--- src/rtl/lsup_pkg.sv ---
package lsup_pkg;
  typedef enum logic {
    HOOK_ON  = 1'b0,
    HOOK_OFF = 1'b1
  } hook_e;
endpackage

--- src/rtl/lsup_sync.sv ---
module lsup_sync #(
  parameter int STAGES = 2,
  parameter bit RST_VAL = 1'b1
) (
  input  logic clk,
  input  logic rst_n,
  input  logic d,
  output logic q
);
  logic [STAGES-1:0] sh;

  always_ff @(posedge clk or negedge rst_n) begin
    if (!rst_n) begin
      sh <= {STAGES{RST_VAL}};
    end else begin
      sh[0] <= d;
      for (int i = 1; i < STAGES; i++) sh[i] <= sh[i-1];
    end
  end

  assign q = sh[STAGES-1];
endmodule

--- src/rtl/lsup_blanker.sv ---
module lsup_blanker #(
  parameter int BW = 8
) (
  input  logic          clk,
  input  logic          rst_n,
  input  logic          tick,
  input  logic          start,
  input  logic [BW-1:0] len,
  output logic          blank
);
  logic [BW-1:0] cnt;

  always_ff @(posedge clk or negedge rst_n) begin
    if (!rst_n)                  cnt <= '0;
    else if (start)              cnt <= len;
    else if (tick && cnt != '0)  cnt <= cnt - 1'b1;
  end

  assign blank = (cnt != '0);

  // a transition with a nonzero length opens the window next cycle
  assert_blank_loads_R4: assert property (@(posedge clk) disable iff (!rst_n)
    (start && len != '0) |=> blank);

  // without a tick or a new start the window does not move
  assert_blank_holds_R4: assert property (@(posedge clk) disable iff (!rst_n)
    (!start && !tick) |=> $stable(cnt));
endmodule

--- src/rtl/lsup_debounce.sv ---
module lsup_debounce
  import lsup_pkg::*;
#(
  parameter int PW = 4
) (
  input  logic          clk,
  input  logic          rst_n,
  input  logic          tick,
  input  logic          blank,
  input  logic          raw_off,
  input  logic [PW-1:0] persist,
  output logic          hook,
  output logic          rise_evt,
  output logic          brk
);
  hook_e         state;
  logic [PW-1:0] run;
  logic [PW:0]   run_nxt;
  logic [PW:0]   need;

  assign run_nxt = {1'b0, run} + 1'b1;
  assign need    = (persist == '0) ? {{PW{1'b0}}, 1'b1} : {1'b0, persist};

  always_ff @(posedge clk or negedge rst_n) begin
    if (!rst_n) begin
      state    <= HOOK_ON;
      run      <= '0;
      rise_evt <= 1'b0;
    end else begin
      rise_evt <= 1'b0;
      if (tick) begin
        if (blank) begin
          run <= '0;
        end else if (raw_off != logic'(state)) begin
          if (run_nxt >= need) begin
            state    <= hook_e'(raw_off);
            run      <= '0;
            rise_evt <= raw_off;
          end else begin
            run <= run_nxt[PW-1:0];
          end
        end else begin
          run <= '0;
        end
      end
    end
  end

  assign hook = (state == HOOK_OFF);
  assign brk  = tick && !blank && !raw_off;

  // the filtered state moves only on an unblanked tick
  assert_hook_moves_on_open_tick_R3: assert property (@(posedge clk) disable iff (!rst_n)
    !$stable(hook) |-> $past(tick && !blank));

  // the event is a single-cycle pulse
  assert_evt_single_R6: assert property (@(posedge clk) disable iff (!rst_n)
    rise_evt |=> !rise_evt);

  // the event pulses only with off-hook asserted
  assert_evt_with_hook_R6: assert property (@(posedge clk) disable iff (!rst_n)
    rise_evt |-> hook);
endmodule

--- src/rtl/lsup_batt_timer.sv ---
module lsup_batt_timer #(
  parameter int HOLD_MS = 500
) (
  input  logic clk,
  input  logic rst_n,
  input  logic tick,
  input  logic hook,
  input  logic ring,
  input  logic brk,
  output logic batt_low
);
  localparam int CW = $clog2(HOLD_MS + 1);
  localparam logic [CW-1:0] LAST = CW'(HOLD_MS - 1);

  logic [CW-1:0] cnt;
  logic          armed;

  always_ff @(posedge clk or negedge rst_n) begin
    if (!rst_n) begin
      cnt   <= '0;
      armed <= 1'b0;
    end else if (!hook || ring) begin
      cnt   <= '0;
      armed <= 1'b0;
    end else if (tick && !armed) begin
      if (brk) begin
        cnt <= '0;
      end else if (cnt == LAST) begin
        armed <= 1'b1;
        cnt   <= '0;
      end else begin
        cnt <= cnt + 1'b1;
      end
    end
  end

  assign batt_low = armed && hook && !ring;

  // low battery only while off-hook
  assert_batt_needs_hook_R9: assert property (@(posedge clk) disable iff (!rst_n)
    batt_low |-> hook);

  // ringing keeps high battery
  assert_ring_keeps_high_R10: assert property (@(posedge clk) disable iff (!rst_n)
    ring |-> !batt_low);

  // the low-battery select rises only after a tick
  assert_batt_rises_on_tick_R7: assert property (@(posedge clk) disable iff (!rst_n)
    $rose(armed) |-> $past(tick));
endmodule

--- src/rtl/loop_supervisor.sv ---
module loop_supervisor #(
  parameter int BLANK_W     = 8,
  parameter int PERSIST_W   = 4,
  parameter int HOLD_MS     = 500,
  parameter int SYNC_STAGES = 2
) (
  input  logic                 clk,
  input  logic                 rst_n,
  input  logic                 stat_n,
  input  logic                 xition_pulse,
  input  logic                 tick_1ms,
  input  logic                 ring_on,
  input  logic [BLANK_W-1:0]   blank_ms,
  input  logic [PERSIST_W-1:0] persist_n,
  output logic                 hook_off,
  output logic                 offhook_evt,
  output logic                 batt_low
);
  logic stat_s;
  logic ring_q;
  logic ring_edge;
  logic blank_start;
  logic blanking;
  logic brk;

  lsup_sync #(.STAGES(SYNC_STAGES), .RST_VAL(1'b1)) u_sync (
    .clk(clk), .rst_n(rst_n), .d(stat_n), .q(stat_s)
  );

  always_ff @(posedge clk or negedge rst_n) begin
    if (!rst_n) ring_q <= 1'b0;
    else        ring_q <= ring_on;
  end

  assign ring_edge   = ring_on ^ ring_q;
  assign blank_start = xition_pulse || ring_edge;

  lsup_blanker #(.BW(BLANK_W)) u_blank (
    .clk(clk), .rst_n(rst_n), .tick(tick_1ms), .start(blank_start),
    .len(blank_ms), .blank(blanking)
  );

  lsup_debounce #(.PW(PERSIST_W)) u_deb (
    .clk(clk), .rst_n(rst_n), .tick(tick_1ms), .blank(blanking),
    .raw_off(!stat_s), .persist(persist_n), .hook(hook_off),
    .rise_evt(offhook_evt), .brk(brk)
  );

  lsup_batt_timer #(.HOLD_MS(HOLD_MS)) u_batt (
    .clk(clk), .rst_n(rst_n), .tick(tick_1ms), .hook(hook_off),
    .ring(ring_on), .brk(brk), .batt_low(batt_low)
  );

  // a ring edge opens the window when a length is set
  assert_ring_edge_blanks_R5: assert property (@(posedge clk) disable iff (!rst_n)
    (ring_edge && blank_ms != '0) |=> blanking);

  // confirmed on-hook drops the low-battery select in the same cycle
  assert_onhook_drops_batt_R9: assert property (@(posedge clk) disable iff (!rst_n)
    $fell(hook_off) |-> !batt_low);
endmodule

--- config.mk ---
export PLATFORM = sky130hd
export DESIGN_NAME = loop_supervisor
export DESIGN_NICKNAME = d
export VERILOG_FILES = /design/src/rtl/lsup_pkg.sv /design/src/rtl/lsup_sync.sv /design/src/rtl/lsup_blanker.sv /design/src/rtl/lsup_debounce.sv /design/src/rtl/lsup_batt_timer.sv /design/src/rtl/loop_supervisor.sv
export SDC_FILE = /design/constraint.sdc
export NUM_CORES = 1
export LEC_CHECK = 0
export ABC_AREA = 1
export BUFFER_PORTS_ARGS = -buffer_cell sky130_fd_sc_hd__buf_2
export CORE_AREA = 2 2 104 76
export CTS_CLUSTER_SIZE = 28
export DETAILED_ROUTE_END_ITERATION = 10
export DIE_AREA = 0 0 106 78
export GPL_ROUTABILITY_DRIVEN = 0
export HOLD_SLACK_MARGIN = 0.1
export PLACE_DENSITY = 0.42
export SLEW_MARGIN = 20
export SYNTH_ARGS = -nofsm -noshare
export SYNTH_HDL_FRONTEND = slang
export SYNTH_SLANG_ARGS = --single-unit
--- constraint.sdc ---
create_clock -name clk -period 3.7 [get_ports clk]
set_input_delay 0.74 -clock clk [delete_from_list [all_inputs] [get_ports clk]]
set_output_delay 0.74 -clock clk [all_outputs]
set_load 0.05 [all_outputs]
==> metrics.md <==
| Metric | Value |
|---|---|
| Status | complete, no violations |
| Complex-gate fraction of the synthesized area | between 10% and 20% |
| Synth Area in XOR/XNOR | 4.44% |
| DIE AREA | approximately 0.0083 mm2 |
| Post-Synth Simple-Gate Area | around 33% |
| Htree depth | 1 |
| Drt drc | 0 |
| Crit end category | output pin |
| Average size of a mapped cell | between 8 and 9 um2 |
| RSZ-0062 raised after global routing | false |
| Initial antenna violation count | 0 |
| Number of CTS-inserted buffers | 3 |
| Post-CTS setup buffer count | 0 |
| Vias in the first global route | 1359 |
| Max clock buf depth | 2 |
| Mux contribution to synthesized area | 0% |
| Worst Path Required | between 2 and 3 ns |
| Dpl hpwl | 2.73 mm |
| Largest net degree at the start of global routing | 28 |
| Critical path origin | ring_on |
| Synth cell count leaders | 48 x nand2_1, 28 x inv_1, 25 x dfrtp_1 |
| Final Setup Violations | 0 |
| Grt total ovfl | 0 |
| Post-synth EDFFs | 0 |
| Reg-to-reg startpoint | u_deb.run[0] |
| Pleak | approximately 0.00097 uW |
| Top-count cell post-synth | nand2_1 |
| Final WL | 3.65 mm |
| Die height | between 70 and 80 um |
| Hold_buf cts | 0 |
| CTS sink cnt | 27 |
| Yosys warning total | 0 |
| Mapped Area | between 0.0015 and 0.002 mm2 |
| Post-synth top flop | dfrtp_1 |
| Worst Setup EP | batt_low |
| Dpl cell area | 0.00195 mm2 |
| Pre-antenna DRT Iters | 4 |
| Final #Nets | between 200 and 300 |
| Post-layout min period | 2.22 ns |
| Mapped Cells | 220 |
| Yosys cell types | 31 |
| Worst slew margin | between 50% and 60% |
| Pin slew with the least headroom to its limit | between 0.6 and 0.7 ns |
| Crit start category | input pin |
| Drt via density | 4.12 |
| I/O pin count | 21 |
| R2R setup slack | 1.72 ns |
| DR vias | 1394 |
| R2r worst-path depth | 9 |
| IO buf count | 20 |
| GRT Total Usage | approximately a tenth |
| Sequential area share after synthesis | 38.2% |
| Finished Core Util | ~28% |
| Skew-Pair Late Insertion Delay | 0.28 ns |
| CTS tree | built |
| Clock Skew | 0.00798 ns |
| Yosys reg bits | 27 |
| Peak supply drop | ~0.16 mV |
| Hold WC Path Type | flop to flop |
| Leading area contributor after synthesis | dfrtp_1 |
| Placement Rows | 26 |
| Crit share post-route | between 50% and 60% |
| Final cell area excluding filler cells | 0.00200 mm2 |
| Antenna diodes | 0 |
| Adder-Cell Fraction of Synth Area | roughly 4.9% |
| Achievable frequency | between 400 and 500 MHz |
| Critical path class | input pin to output pin |
| Die Wd | approximately 110 um |
| Largest family of logic cells by synthesized area | simple AND/OR/NAND/NOR gates |
| Core area | 0.00719 mm2 |
| Starting density of the core | about a quarter |
| Clock-pin slew on the worst setup and hold paths | between 0.1 and 0.15 ns |
| Final Max Tran Viols | 0 |
| Max_cap viols | 0 |
| Post-CTS Resized | 0 |
| Worst R2R End | u_deb.hook |
| Endpoints failing hold | 0 |
| Share of the synthesized area in the top cell type | 35.2% |
| Pwr Density | between 300 and 400 mW/mm2 |
| Remaining antenna violation count | 0 |
| First-pass GRT wire length | 6.51 mm |
| Mapped Nets | around 250 |
| WL/cell | 10.8 um |
| Largest cells by area after synthesis | dfrtp_1 35%, nand2_1 10%, inv_1 5.9% |
| Critical path arrival | about 1.5 ns |
| DRT iter0 DRCs | a little under 80 |
| CP max FO | 4 |
| Synthesis-to-finish area growth | 12.8% |
| Asr flop ratio synth | 100% |
| Share of post-route cells with drive strength above 1 | about a quarter |
| Root buffer cell | clkbuf_8 |
| Setup TNS | 0 ns |
## registers in the layout, indices dropped and copies added, names as in the netlist
name / cells
u_sync.sh: 2
u_deb.hook: 1
u_deb.run: 4
u_blank.cnt: 8
u_deb.rise_evt: 1
ring_q: 1
u_batt.armed: 1
u_batt.cnt: 9
## metrics by stage
step / instances / total power (uW) / worst slack [ns] / hold WS [ns]
after floorplan: 220 / 415 / 1.32 / 0.345
after global placement: 334 / 447 / 1.47 / 0.350
after detailed placement: 334 / 446 / 1.45 / 0.349
after CTS: 338 / 630 / 1.46 / 0.366
after global routing: 338 / 656 / 1.41 / 0.370
final: 338 / 617 / 1.48 / 0.364
## layout by cell type, fill, tap and decap left out, drive strengths merged
master / count
xor2: 7
or2: 2
xnor2: 2
nand3b: 1
a22oi: 1
nand3: 15
ha: 7
nand2: 57
nor2: 21
nor3: 3
buf: 20
a31o: 1
dfrtp: 25
clkbuf: 3
nand4: 10
clkinvlp: 1
a21oi: 8
o21ai: 19
o22ai: 1
inv: 34
dfstp: 2
## worst min-delay path by stage
stage	from	to	slack (ns)	cells after the start
5_1_grt	u_sync.sh[0]	u_sync.sh[1]	0.37	0
3_5_place_dp	u_sync.sh[0]	u_sync.sh[1]	0.35	0
4_1_cts	u_sync.sh[0]	u_sync.sh[1]	0.37	0
3_3_place_gp	u_sync.sh[0]	u_sync.sh[1]	0.35	0
6_report	u_sync.sh[0]	u_sync.sh[1]	0.36	0
2_1_floorplan	u_sync.sh[0]	u_sync.sh[1]	0.35	0
## routing by layer
metal	track usage (%)	up-vias	wire length (um)
met2	14.6	24	1470
li1	-	746	-
met5	0	-	0
met4	1.58	0	23
met3	2.27	2	178
met1	14.2	622	1970
## power by group
part | leakage [uW] | switching [uW] | internal, uW
registers | 0.000352 | 11.4 | 310
clock network | 0.0000217 | 101 | 76.6
logic | 0.000598 | 77.5 | 40.0
## layout make-up
type | count | area (um2)
clock buffers | 3 | 41.3
fillers | 794 | 5190
flip-flops and latches | 27 | 678
repair buffers | 20 | 100
clock inverters | 1 | 7.51
inverters | 34 | 128
well taps | 98 | 123
multi-input cells | 155 | 926
## logic make-up (layout without fill, tap and decap cells)
logic type	Yosys count	in the layout
compound gates	30	30
buf+inv	38	58
fa+ha+maj	7	7
simple gates	109	109
flops	27	27
xor+xnor	9	9
## worst max-delay path, stage by stage
cell and delay, ns:
buf_2 0.14, nor2_4 0.15, inv_1 0.09, nor2_1 0.09, buf_2 0.27
Note: power is estimated with default switching activity, not from simulation.
